<file path="config.mk">
export PLATFORM = sky130hd
export DESIGN_NAME = msi_capture_ctrl
export DESIGN_NICKNAME = d
export VERILOG_FILES = /design/src/rtl/msi_capture_ctrl.sv
export SDC_FILE = /design/constraint.sdc
export NUM_CORES = 1
export LEC_CHECK = 0
export ABC_AREA = 1
export ABC_CLOCK_PERIOD_IN_PS = 4450
export BUFFER_PORTS_ARGS = -buffer_cell sky130_fd_sc_hd__buf_4
export CAP_MARGIN = 20
export CORE_AREA = 2 2 216 218
export DETAILED_ROUTE_END_ITERATION = 10
export DIE_AREA = 0 0 218 220
export HOLD_SLACK_MARGIN = 0.05
export PLACE_DENSITY_LB_ADDON = 0.12
export SLEW_MARGIN = 20
export SYNTH_ARGS = -nofsm -noshare
export SYNTH_HDL_FRONTEND = slang
export SYNTH_SLANG_ARGS = --single-unit
</file>
<file path="constraint.sdc">
create_clock -name clk -period 4.45 [get_ports clk]
set_input_delay 1.335 -clock clk [delete_from_list [all_inputs] [get_ports clk]]
set_output_delay 1.335 -clock clk [all_outputs]
set_load 0.005 [all_outputs]
</file>
<file path="src/rtl/msi_capture_ctrl.sv">
module msi_capture_ctrl #(
  parameter int NUM_GROUPS = 2,
  parameter int RADDR_W = 12,
  parameter logic [RADDR_W-1:0] TGT_LO_OFF = 12'h820
) (
  input  logic               clk,
  input  logic               rst_n,
  input  logic               in_valid,
  input  logic [63:0]        in_addr,
  input  logic [31:0]        in_data,
  input  logic [RADDR_W-1:0] reg_addr,
  input  logic               reg_we,
  input  logic [31:0]        reg_wdata,
  output logic [31:0]        reg_rdata,
  output logic [1:0]         irq
);
  localparam int MAXG = 2;
  localparam int GW = 32;
  localparam int LGW = $clog2(GW);
  localparam int VEC_W = $clog2(MAXG * GW);
  localparam int STRIDE = 12;
  localparam logic [RADDR_W-1:0] TGT_HI_OFF = RADDR_W'(int'(TGT_LO_OFF) + 4);
  localparam int GRP_BASE = int'(TGT_LO_OFF) + 8;

  logic [31:0] tgt_lo_q, tgt_hi_q;
  logic [GW-1:0] en_q [MAXG];
  logic [GW-1:0] mask_q [MAXG];
  logic [GW-1:0] stat_q [MAXG];
  logic [31:0] rd_grp [MAXG];
  logic addr_hit;
  logic [VEC_W-1:0] vec;

  assign addr_hit = in_valid && (in_addr == {tgt_hi_q, tgt_lo_q});
  assign vec = in_data[VEC_W-1:0];

  always_ff @(posedge clk or negedge rst_n) begin
    if (!rst_n) begin
      tgt_lo_q <= '0;
      tgt_hi_q <= '0;
    end else if (reg_we) begin
      if (reg_addr == TGT_LO_OFF) tgt_lo_q <= reg_wdata;
      if (reg_addr == TGT_HI_OFF) tgt_hi_q <= reg_wdata;
    end
  end

  for (genvar g = 0; g < MAXG; g++) begin : g_grp
    localparam logic [RADDR_W-1:0] EN_OFF  = RADDR_W'(GRP_BASE + g * STRIDE);
    localparam logic [RADDR_W-1:0] MSK_OFF = RADDR_W'(GRP_BASE + g * STRIDE + 4);
    localparam logic [RADDR_W-1:0] ST_OFF  = RADDR_W'(GRP_BASE + g * STRIDE + 8);
    if (g < NUM_GROUPS) begin : g_on
      logic [GW-1:0] hit, clr;
      assign hit = (addr_hit && int'(vec[VEC_W-1:LGW]) == g)
                   ? (en_q[g] & (GW'(1) << vec[LGW-1:0])) : '0;
      assign clr = (reg_we && reg_addr == ST_OFF) ? reg_wdata : '0;

      always_ff @(posedge clk or negedge rst_n) begin
        if (!rst_n) begin
          en_q[g]   <= '0;
          mask_q[g] <= '0;
          stat_q[g] <= '0;
        end else begin
          if (reg_we && reg_addr == EN_OFF)  en_q[g]   <= reg_wdata;
          if (reg_we && reg_addr == MSK_OFF) mask_q[g] <= reg_wdata;
          stat_q[g] <= (stat_q[g] & ~clr) | hit;
        end
      end

      assign irq[g] = |(stat_q[g] & ~mask_q[g]);
      assign rd_grp[g] = (reg_addr == EN_OFF)  ? en_q[g]   :
                         (reg_addr == MSK_OFF) ? mask_q[g] :
                         (reg_addr == ST_OFF)  ? stat_q[g] : '0;
    end else begin : g_off
      assign en_q[g]   = '0;
      assign mask_q[g] = '0;
      assign stat_q[g] = '0;
      assign irq[g]    = 1'b0;
      assign rd_grp[g] = '0;
    end
  end

  always_comb begin
    reg_rdata = '0;
    if (reg_addr == TGT_LO_OFF) reg_rdata = tgt_lo_q;
    if (reg_addr == TGT_HI_OFF) reg_rdata = tgt_hi_q;
    for (int g = 0; g < MAXG; g++) reg_rdata = reg_rdata | rd_grp[g];
  end
endmodule

</file>
==> results of run 1 <==
[routing by layer]
metal | GRT usage [%] | up-vias | wire length, um | part of all wire [%]
li1 | - | 6564 | - | -
met1 | 29.5 | 6338 | 24000 | 45
met2 | 36.7 | 374 | 25000 | 47
met3 | 3.15 | 78 | 2530 | 4.8
met4 | 6.46 | 0 | 1550 | 2.9
met5 | 0 | - | 0 | 0
[final cells by class]
| type | instances | area, um2 | area share (%) |
|---|---|---|---|
| Clock inverter | 13 | 200 | 1.16 |
| Inverter | 242 | 911 | 5.28 |
| Sequential cell | 256 | 6410 | 37.1 |
| Multi-Input combinational cell | 1330 | 6300 | 36.5 |
| Timing Repair Buffer | 206 | 1780 | 10.3 |
| Tap cell | 607 | 759 | 4.40 |
| Clock buffer | 45 | 898 | 5.21 |
[cell usage after synthesis (all sizes together)]
master   count
nand2      537
o21ai      302
dfrtp      256
inv        239
nor2       191
nand4       92
nand3       83
clkbuf      68
buf         37
a32oi       32
o22ai       28
xnor2       18
nor3        14
xor2         7
a21oi        4
a221oi       4
nor3b        4
or2          4
clkinv       3
nand3b       3
nor4         3
o211ai       2
a21boi       1
o2111ai      1
[power by group through the flow]
stage          Combinational [W]  Clock (W)  Sequential [W]
6_report                0.000304    0.00274         0.00234
5_1_grt                 0.000336    0.00289         0.00234
4_1_cts                 0.000309    0.00280         0.00234
3_5_place_dp            0.000308          0         0.00238
3_3_place_gp            0.000308          0         0.00238
2_1_floorplan          0.0000985          0         0.00238
[worst register-to-register path, cell delays in order (launching register included)]
cell	delay (ns)
dfrtp_1	0.37
inv_1	0.20
o22ai_1	0.13
nor2_1	0.20
nand2_1	0.08
nor2_1	0.29
nand2_1	0.20
nor2_4	0.38
buf_4	0.33
nand4_1	0.15
nand2_1	0.09
[repair_timing]
action / CTS / global route
setup endpoints to repair: 0 / 4
setup buffers: 0 / 4
endpoints found under the hold margin: 0 / 0
gates resized for setup: 0 / 6
[registers in the layout (all words and copies together), names as in the netlist]
signal    cells
en_q         64
mask_q       64
stat_q       64
tgt_hi_q     32
tgt_lo_q     32
[how the worst max path moves through the flow]
stage | startpoint | to | slack, ns | depth (start not counted)
2_1_floorplan | reg_addr[11] | reg_rdata[1] | 0.63 | 11
3_3_place_gp | reg_addr[10] | reg_rdata[28] | 0.08 | 10
3_5_place_dp | reg_addr[9] | reg_rdata[28] | 0.08 | 10
4_1_cts | reg_addr[9] | reg_rdata[28] | 0.03 | 10
5_1_grt | reg_addr[11] | reg_rdata[1] | 0.007 | 15
6_report | reg_addr[11] | reg_rdata[31] | 0.09 | 15
[kinds of logic after synthesis]
logic type,after synthesis
DFF,256
and+or+nand+nor,931
buffers and inverters,347
xor gates and xnor gates,25
AOI/OAI and AO/OA,374
[per-stage QoR]
step / instance area [um2] / util [%] / hold WS, ns / setup slack (ns)
after floorplan: 14000 / - / 0.453 / 0.626
after global routing: 17300 / 37.6 / 0.505 / 0.00679
after CTS: 17200 / 37.4 / 0.487 / 0.0307
final: 17300 / 37.6 / 0.484 / 0.0855
after global placement: 16100 / 35.0 / 0.467 / 0.0794
after detailed placement: 16100 / 35.0 / 0.473 / 0.0815
==> summary.md, run 1 <==
| Metric | Value |
|---|---|
| Status | finished, final reports clean |
| Cells after DPL | approximately 2.6k |
| Adder-cell share of the synthesized area | 0% |
| Worst stage delay on the critical path | 0.20 ns |
| Synth top area cells | dfrtp_1 46%, nand2_1 14%, o21ai_0 9.6% |
| Static Leak | 8.22 nW |
| Routed WL | about 53 mm |
| Multiplexer share of the synthesized area | 0% |
| Starting DRT DRC Count | 1180 |
| Hold path endpoint | en_q[2] |
| Post-DRT Antenna Nets | 0 |
| Rel. slew slack | 38.0% |
| Vias | between 10k and 15k |
| Skew final | approximately 0.02 ns |
| Setup violations, final | 0 |
| Final-layout fill cell count | a little under 5k |
| Critical R2R Launch | tgt_hi_q[31] |
| Compound-Gate Fraction of Synth Area | approximately 15% |
| Largest net degree at the start of global routing | around 140 |
| Hold Path Depth | 2 |
| Hold_sp | en_q[2] |
| Share of cells above drive strength 1 | between 10 and 15% |
| Max H-tree Level | 1 |
| Critical Path Source Type | input port |
| Die Y | about 220 um |
| Post-synth net total | 2077 |
| Post-Synth Simple-Gate Area | between 20% and 30% |
| Cell variety after synth | 37 |
| Seq/Total Area, Yosys | between 40% and 50% |
| Clk buf depth | 3 |
| Combinational fraction of design power | between 5 and 6% |
| Clock Sinks | 256 |
| Total CTS buffers | 31 |
| Worst Tran Pin Value | 0.924 ns |
| CP required | ~3.1 ns |
| Total die area | 0.0480 mm2 |
| Number of detailed-route iterations in the first pass | 5 |
| Boundary pin count | 178 |
| CP bufs+invs | 7 |
| Core footprint | ~0.046 mm2 |
| Commonest non-fill, non-tap cell in the layout | nand2_1 |
| Crit path max-delay cell type | buf_12 |
| Worst reg2reg path depth | 10 |
| Starting density of the core | 30.6% |
| Synth Instances | approximately 1.9k |
| CP cell instances | buf_4 -> inv_1 -> nor2_1 -> nand2_1 -> clkinv_2 -> nand3_2 -> buf_12 -> nor2_4 -> buf_4 -> buf_4 -> nand2_1 -> o21ai_0 -> nor2_1 -> nand3_2 -> buf_4 |
| Crit-path max FO | 20 |
| Area share of xor/xnor cells in the synthesized design | 1.56% |
| Post-Layout Cell Count | approximately 2.7k |
| First-pass GRT wire length | roughly 80 mm |
| Synth area leader | dfrtp_1 |
| Vias in the first global route | about 13k |
| Largest family of logic cells by synthesized area | simple AND/OR/NAND/NOR gates |
| # diodes | 0 |
| Post-synth top area share | a little under half |
| Std cell rows | 79 |
| Family with the most delay on the worst path | buffers and inverters |
| Internal power | slightly above 0.004 W |
| TritonCTS clock tree | yes |
| Power after layout | 0.00539 W |
| # DRC | 0 |
| Crit path top cell by count | buf_4 |
| Final min period | around 4.4 ns |
| Grt total ovfl | 0 |
| Setup_tns | 0 ns |
| Setup Crit Path Kind | in -> out |
| R2r endpoint | stat_q[47] |
| Achievable Freq | roughly 0.23 GHz |
| Placer Congestion | 0.835 |
| Area added between synthesis and finish | 23.0% |
| Post-Syn Area | 0.0140 mm2 |
| Initial antenna violation count | 0 |
| Post-synthesis register bit count | around 260 |
| RSZ-0062 raised after global routing | false |
| NetSw | 0.00126 W |
| Tot GR Track Use | between 20% and 30% |
| HP Class | reg -> reg |
| Final nets | approximately 2.2k |
| Root buffer cell | clkbuf_16 |
| Hold Violations, Final | 0 |
| Routed length per instance | between 15 and 20 um |
| Clock network power share | between 50% and 60% |
| CP Capture Type | primary output |
| Clock transition at the registers of the reported paths | about 0.06 ns |
| Synth warn | 0 |
| Clock Latency Late Sink | 0.58 ns |
| Detailed Place HPWL | about 37 mm |
| DR vias/cell | just under 5 |
| Most frequent cells in the layout | 530 x nand2_1, 268 x o21ai_0, 256 x dfrtp_1 |
| Max-Cap Viols | 0 |
| Slack of the worst reg-to-reg path | a little under 2 ns |
| Final Max Slew Viols | 0 |
| Max IR drop VDD | roughly 0.22 mV |
| Die Wd | ~220 um |
| IO buf count | between 150 and 200 |
| Synthesized area per cell | between 7 and 8 um2 |
| Seq pwr share | between 40% and 50% |
| Critical Path AT | ~3.0 ns |
| Sw Share | between 20% and 30% |
| CTS Hold Bufs | 0 |
| Fin crit share | a little under 100% |
| PD cells | 312 mW/mm2 |
No activity file was read; power rests on OpenSTA's default activity.
==> inputs of run 2 (changes only) <==
--- a/config.mk
+++ b/config.mk
@@ -9,11 +9,12 @@
 export ABC_CLOCK_PERIOD_IN_PS = 4450
 export BUFFER_PORTS_ARGS = -buffer_cell sky130_fd_sc_hd__buf_4
 export CAP_MARGIN = 20
-export CORE_AREA = 2 2 216 218
+export CORE_AREA = 2 2 191 193
 export DETAILED_ROUTE_END_ITERATION = 10
-export DIE_AREA = 0 0 218 220
+export DIE_AREA = 0 0 193 195
 export HOLD_SLACK_MARGIN = 0.05
 export PLACE_DENSITY_LB_ADDON = 0.12
+export SETUP_SLACK_MARGIN = 0.3
 export SLEW_MARGIN = 20
 export SYNTH_ARGS = -nofsm -noshare
 export SYNTH_HDL_FRONTEND = slang
==> summary.md, run 2 (synthesis gave the netlist of run 1 again) <==
| Metric | Value |
|---|---|
| Hold path endpoint | en_q[25] |
| Area added between synthesis and finish | 28.7% |
| Core footprint | 0.0354 mm2 (-23%) |
| Grt met3 use | 3.45% (+0.30 points) |
| Final-layout fill cell count | 3508 (-28%) |
| Commonest non-fill, non-tap cell in the layout | nand2_1 |
| CP required | 3.12 ns (about the same) |
| Achievable Freq | 0.237 GHz (+3.4%) |
| Max H-tree Level | 1 (unchanged) |
| TritonCTS clock tree | yes |
| Final nets | 2247 (+1.6%) |
| Status | finished, final reports clean |
| Clock Latency Late Sink | 0.58 ns (about the same) |
| Critical R2R Launch | tgt_lo_q[0] |
| Clock transition at the registers of the reported paths | 0.06 ns (about the same) |
| Final core utilization | 51.0% (+13 points) |
| Crit-path max FO | 8 (-60%) |
| Final Max Slew Viols | 0 (unchanged) |
| Initial antenna violation count | 1 (+1) |
| Power after layout | 0.00513 W (-4.8%) |
| Final min period | 4.22 ns (-0.144 ns) |
| Setup violations, final | 0 (unchanged) |
| Setup_tns | 0 ns (unchanged) |
| Met1 Use GR | 37.7% (+8.2 points) |
| Starting DRT DRC Count | 1187 (+0.59%) |
| Routed WL | 56.9 mm (+7.1%) |
| Crit path top cell by count | buf_4 |
| Root buffer cell | clkbuf_16 |
| Largest net degree at the start of global routing | 87 (-36%) |
| Routed length per instance | 22.0 um (+12%) |
| Slack of the worst reg-to-reg path | 1.72 ns (-0.23 ns) |
| Max-Cap Viols | 0 (unchanged) |
| R2r endpoint | stat_q[7] |
| Clock Sinks | 256 (unchanged) |
| Critical Path AT | 2.89 ns (-0.14 ns) |
| Detailed Place HPWL | 33.5 mm (-8.7%) |
| Most frequent cells in the layout | 517 x nand2_1, 256 x dfrtp_1, 237 x o21ai_0 |
| Skew final | 0.0363 ns (+0.0160 ns) |
| Most used routing layer | met2 |
| Clk buf depth | 3 (unchanged) |
| Total CTS buffers | 30 (-3.2%) |
| Setup Crit Path Kind | in -> out |
| Std cell rows | 69 (-13%) |
| Total die area | 0.0376 mm2 (-22%) |
| Hold_sp | en_q[25] |
| Crit path max-delay cell type | nor3_4 |
| Worst stage delay on the critical path | 0.22 ns (+0.02 ns) |
| HP Class | reg -> reg |
| Placer Congestion | 0.836 (+0.18%) |
| Biggest regs | en_q x64, mask_q x64, stat_q x64 |
| Post-DRT Antenna Nets | 0 (unchanged) |
| Critical Path Source Type | input port |
| Boundary pin count | 178 (unchanged) |
| IO buf count | 151 (unchanged) |
| Grt total ovfl | 0 (unchanged) |
| Hold Violations, Final | 0 (unchanged) |
| Vias in the first global route | 13.3k (+3.5%) |
| Share of cells above drive strength 1 | 18.3% (+4.5 points) |
| Static Leak | 8.59 nW (+4.5%) |
| Worst Tran Pin Value | 0.801 ns (-0.122 ns) |
| # DRC | 0 (unchanged) |
| Max IR drop VDD | 0.290 mV (+33%) |
| Rel. slew slack | 46.4% (+8.4 points) |
| RSZ-0062 raised after global routing | true |
| CP Capture Type | primary output |
| CP cell instances | buf_4 -> inv_2 -> nand4_1 -> buf_4 -> nor3_4 -> buf_6 -> buf_12 -> buf_16 -> nand3_2 -> o21ai_1 -> nor2_1 -> nand3_1 -> buf_4 |
| Worst reg2reg path depth | 11 (+1) |
| # diodes | 0 (unchanged) |
| DR vias/cell | 5.49 (+11%) |
| Die Wd | 193 um (-11%) |
| Vias | 14.2k (+6.3%) |
| Starting density of the core | 39.6% (+9.0 points) |
| Hold Path Depth | 2 (unchanged) |
| Fin crit share | 94.8% (-3.2 points) |
| Tot GR Track Use | 27.6% (+5.6 points) |
| Met2 usage | 45.9% (+9.1 points) |
| First-pass GRT wire length | 79.0 mm (-1.0%) |
| Number of detailed-route iterations in the first pass | 5 (unchanged) |
| PD cells | 284 mW/mm2 (-9.0%) |
| Die Y | 195 um (-11%) |
[run 2: changes by cell type in the layout (fill, tap and decap cells not counted), moves of 9 or more]
cell       previous run  this run
o21ai_0             268       237
o21ai_1              34        58
buf_6                 1        21
nand3_1              77        57
nand3_2               6        25
a32oi_1              32        19
a32oi_2               0        13
nand2_1             530       517
clkbuf_16            32        43
nand2_2               6        15
[run 2: cell type report]
class | count | area, um2 | area share, %
Clock buffer | 43 | 860 | 4.76
Clock inverter | 12 | 124 | 0.686
Inverter | 242 | 937 | 5.19
Multi-Input combinational cell | 1330 | 6640 | 36.8
Sequential cell | 256 | 6410 | 35.5
Tap cell | 461 | 577 | 3.20
Timing Repair Buffer | 243 | 2510 | 13.9
[run 2: repair_timing]
action,in CTS,in global routing
hold buffers,0,0
setup buffers,19,11
endpoints found under the setup margin,32,32
pin swaps,17,49
gates resized for setup,43,110
gates cloned,5,19
[run 2: how the worst max path moves through the flow]
stage	startpoint	endpoint	slack (ns)	depth (start not counted)
floorplan	reg_addr[11]	reg_rdata[1]	0.63	11
global placement	reg_addr[1]	reg_rdata[4]	0.17	12
detailed placement	reg_addr[6]	reg_rdata[4]	0.13	12
CTS	reg_addr[2]	reg_rdata[4]	0.26	10
global route	reg_addr[6]	reg_rdata[17]	0.18	13
finish	reg_addr[4]	reg_rdata[8]	0.23	13
[run 2: through the flow]
| step | instances | cell area (um2) | worst slack, ns | hold WS (ns) |
|---|---|---|---|---|
| final | 2587 | 18000 | 0.230 | 0.485 |
| after CTS | 2557 | 17200 | 0.262 | 0.489 |
| after global routing | 2587 | 18000 | 0.182 | 0.503 |
| after floorplan | 1933 | 14000 | 0.626 | 0.453 |
| after detailed placement | 2478 | 15800 | 0.131 | 0.474 |
| after global placement | 2478 | 15800 | 0.175 | 0.467 |
[run 2: where the power goes]
group / switching, W / total (W) / internal, W
sequential: 0.00000670 / 0.00234 / 0.00234
clock: 0.00102 / 0.00247 / 0.00145
combinational: 0.000200 / 0.000313 / 0.000113
[run 2: routing by layer]
layer,vias to the layer above,share of wire [%]
met5,-,0
met4,0,3.7
met3,114,6.6
met2,579,48
met1,6853,42
li1,6651,-
[run 2: worst max-delay path, delay by kind of cell]
kind	cells	cell delay, ns
compound gates	1	0.08
simple gates	5	0.55
buf+inv	7	0.91
==> inputs of run 3 (changes only) <==
--- a/config.mk
+++ b/config.mk
@@ -12,6 +12,7 @@
 export CORE_AREA = 2 2 191 193
 export DETAILED_ROUTE_END_ITERATION = 10
 export DIE_AREA = 0 0 193 195
+export GPL_TIMING_DRIVEN = 0
 export HOLD_SLACK_MARGIN = 0.05
 export PLACE_DENSITY_LB_ADDON = 0.12
 export SETUP_SLACK_MARGIN = 0.3
==> summary.md, run 3 (synthesis gave the netlist of run 1 again) <==
| Metric | Value |
|---|---|
| Status | finished, final reports clean |
| Worst Tran Pin Value | 0.772 ns (-0.0293 ns) |
| Tot GR Track Use | 30.9% (+3.3 points) |
| Design area | 0.0176 mm2 (-2.7%) |
| Clock transition at the registers of the reported paths | 0.06 ns (about the same) |
| CP required | 3.12 ns (about the same) |
| Final-layout fill cell count | 3612 (+3.0%) |
| Rel. slew slack | 48.5% (+2.1 points) |
| Largest net degree at the start of global routing | 95 (+9.2%) |
| Fin crit share | 95.1% (+0.24 points) |
| Clock Sinks | 256 (unchanged) |
| # DRC | 0 (unchanged) |
| Hold Violations, Final | 0 (unchanged) |
| Starting density of the core | 39.6% (unchanged) |
| Initial antenna violation count | 1 (unchanged) |
| HP Class | reg -> reg |
| Routed length per instance | 22.4 um (+2.0%) |
| Critical R2R Launch | tgt_lo_q[0] |
| Biggest regs | en_q x64, mask_q x64, stat_q x64 |
| Crit path top cell by count | buf_4 |
| Worst setup startpoint | reg_addr[9] |
| CP Capture Type | primary output |
| Worst stage delay on the critical path | 0.21 ns (about the same) |
| Commonest non-fill, non-tap cell in the layout | nand2_1 |
| Placement Cell Area | 0.0158 mm2 (about the same) |
| CTS Hold Bufs | 0 (unchanged) |
| Achievable Freq | 0.236 GHz (-0.25%) |
| Max-Cap Viols | 0 (unchanged) |
| Root buffer cell | clkbuf_16 |
| DR vias/cell | 5.60 (+2.0%) |
| Most frequent cells in the layout | 522 x nand2_1, 256 x o21ai_0, 256 x dfrtp_1 |
| Core footprint | 0.0354 mm2 (unchanged) |
| Starting DRT DRC Count | 1566 (+32%) |
| TritonCTS clock tree | yes |
| Post-DRT Antenna Nets | 0 (unchanged) |
| Number of detailed-route iterations in the first pass | 5 (unchanged) |
| Die Y | 195 um (unchanged) |
| Critical Path Source Type | input port |
| CP cell instances | buf_4 -> nor2_2 -> nand2_4 -> clkinv_4 -> nand3_4 -> nor2_4 -> buf_12 -> buf_6 -> nor2_1 -> nand2_1 -> nand3_1 -> buf_4 |
| Routed WL | 58.9 mm (+3.5%) |
| Vias | 14.7k (+3.4%) |
| Static Leak | 8.43 nW (-1.9%) |
| Crit-path max FO | 10 (+2) |
| RSZ-0062 raised after global routing | true |
| Max H-tree Level | 1 (unchanged) |
| Share of cells above drive strength 1 | 15.6% (-2.6 points) |
| Critical Path AT | 2.90 ns (about the same) |
| Area added between synthesis and finish | 25.2% |
| First-pass GRT wire length | 86.6 mm (+9.6%) |
| Final min period | 4.23 ns (+0.0106 ns) |
| PD cells | 292 mW/mm2 (+2.8%) |
| Crit path max-delay cell type | nor2_4 |
| Vias in the first global route | 13.7k (+3.1%) |
| Die Wd | 193 um (unchanged) |
| Final Max Slew Viols | 0 (unchanged) |
| Setup Crit Path Kind | in -> out |
| Total die area | 0.0376 mm2 (unchanged) |
| Skew final | 0.0184 ns (-0.0178 ns) |
| Grt total ovfl | 0 (unchanged) |
| Max IR drop VDD | 0.298 mV (+2.7%) |
| Clk buf depth | 3 (unchanged) |
| Placer Congestion | 0.940 (+12%) |
| Setup violations, final | 0 (unchanged) |
| Hold_sp | en_q[30] |
| Clock Latency Late Sink | 0.56 ns (-0.02 ns) |
| Boundary pin count | 178 (unchanged) |
| Detailed Place HPWL | 42.5 mm (+27%) |
| Final nets | 2285 (+1.7%) |
| Final core utilization | 49.6% (-1.4 points) |
| Power after layout | 0.00513 W (about the same) |
| Std cell rows | 69 (unchanged) |
| IO buf count | 148 (-2.0%) |
| Total CTS buffers | 29 (-3.3%) |
[run 3: cell count changes in the layout (fill, tap and decap cells not counted), moves of 5 or more]
cell	before	now
buf_12	19	10
o21ai_1	58	44
buf_6	21	10
o21ai_2	7	2
o21ai_0	237	256
nand2_1	517	522
buf_2	0	21
clkbuf_4	0	9
buf_4	180	167
nand3_2	25	3
nand3_1	57	79
clkbuf_16	43	31
clkbuf_1	7	52
[run 3: critical path: cells and delay by family]
family | cells | cell delay, ns
buffers and inverters | 5 | 0.72
and+or+nand+nor | 7 | 0.83
[run 3: report_power, final]
group	internal (W)	leakage [nW]	switching (W)
Clock	0.00146	0.478	0.00102
Combinational	0.000108	4.37	0.000196
Sequential	0.00234	3.58	0.00000683
Total	0.00391	8.43	0.00122
[run 3: layout make-up]
class / count / area (um2) / share of cell area, %
diodes: 1 / 2.50 / 0.0143
flip-flops and latches: 256 / 6410 / 36.5
well taps: 461 / 577 / 3.29
clock inverters: 11 / 133 / 0.756
clock buffers: 41 / 831 / 4.73
multi-input cells: 1331 / 6490 / 37.0
plain buffers: 105 / 766 / 4.36
inverters: 242 / 931 / 5.30
repair buffers: 176 / 1420 / 8.07
[run 3: worst paths after layout]
path / to / slack, ns / cells past startpoint
worst min-delay path: en_q[30] / 0.49 / 2
worst max-delay path: reg_rdata[25] / 0.22 / 12
worst min register to register: en_q[30] / 0.49 / 2
min in group asynchronous: tgt_lo_q[2] / 0.79 / 1
max in group asynchronous: tgt_lo_q[20] / 2.31 / 3
worst max register to register: stat_q[59] / 2.02 / 10
[run 3: repair_timing]
action | 4_1_cts | 5_1_grt
pin swaps | 8 | 26
setup buffers | 15 | 8
gates cloned | 1 | 3
setup endpoints to repair | 32 | 32
resized for setup | 112 | 62
[run 3: through the flow]
step	instances	hold WS, ns	worst slack [ns]	setup TNS, ns
after floorplan	1933	0.453	0.626	0
after global placement	2542	0.465	-0.413	-77.94
after detailed placement	2544	0.474	-0.389	-6.28
after CTS	2612	0.489	0.240	0
after global routing	2624	0.507	0.177	0
final	2624	0.487	0.219	0
[run 3: metal layers]
| layer | vias to the layer above | GRT usage, % | routed length, um |
|---|---|---|---|
| met5 | - | 0 | 0 |
| met4 | 0 | 11.4 | 2530 |
| met3 | 138 | 4.69 | 4790 |
| met2 | 691 | 48.6 | 26900 |
| met1 | 7115 | 43.1 | 24700 |
| li1 | 6740 | - | - |
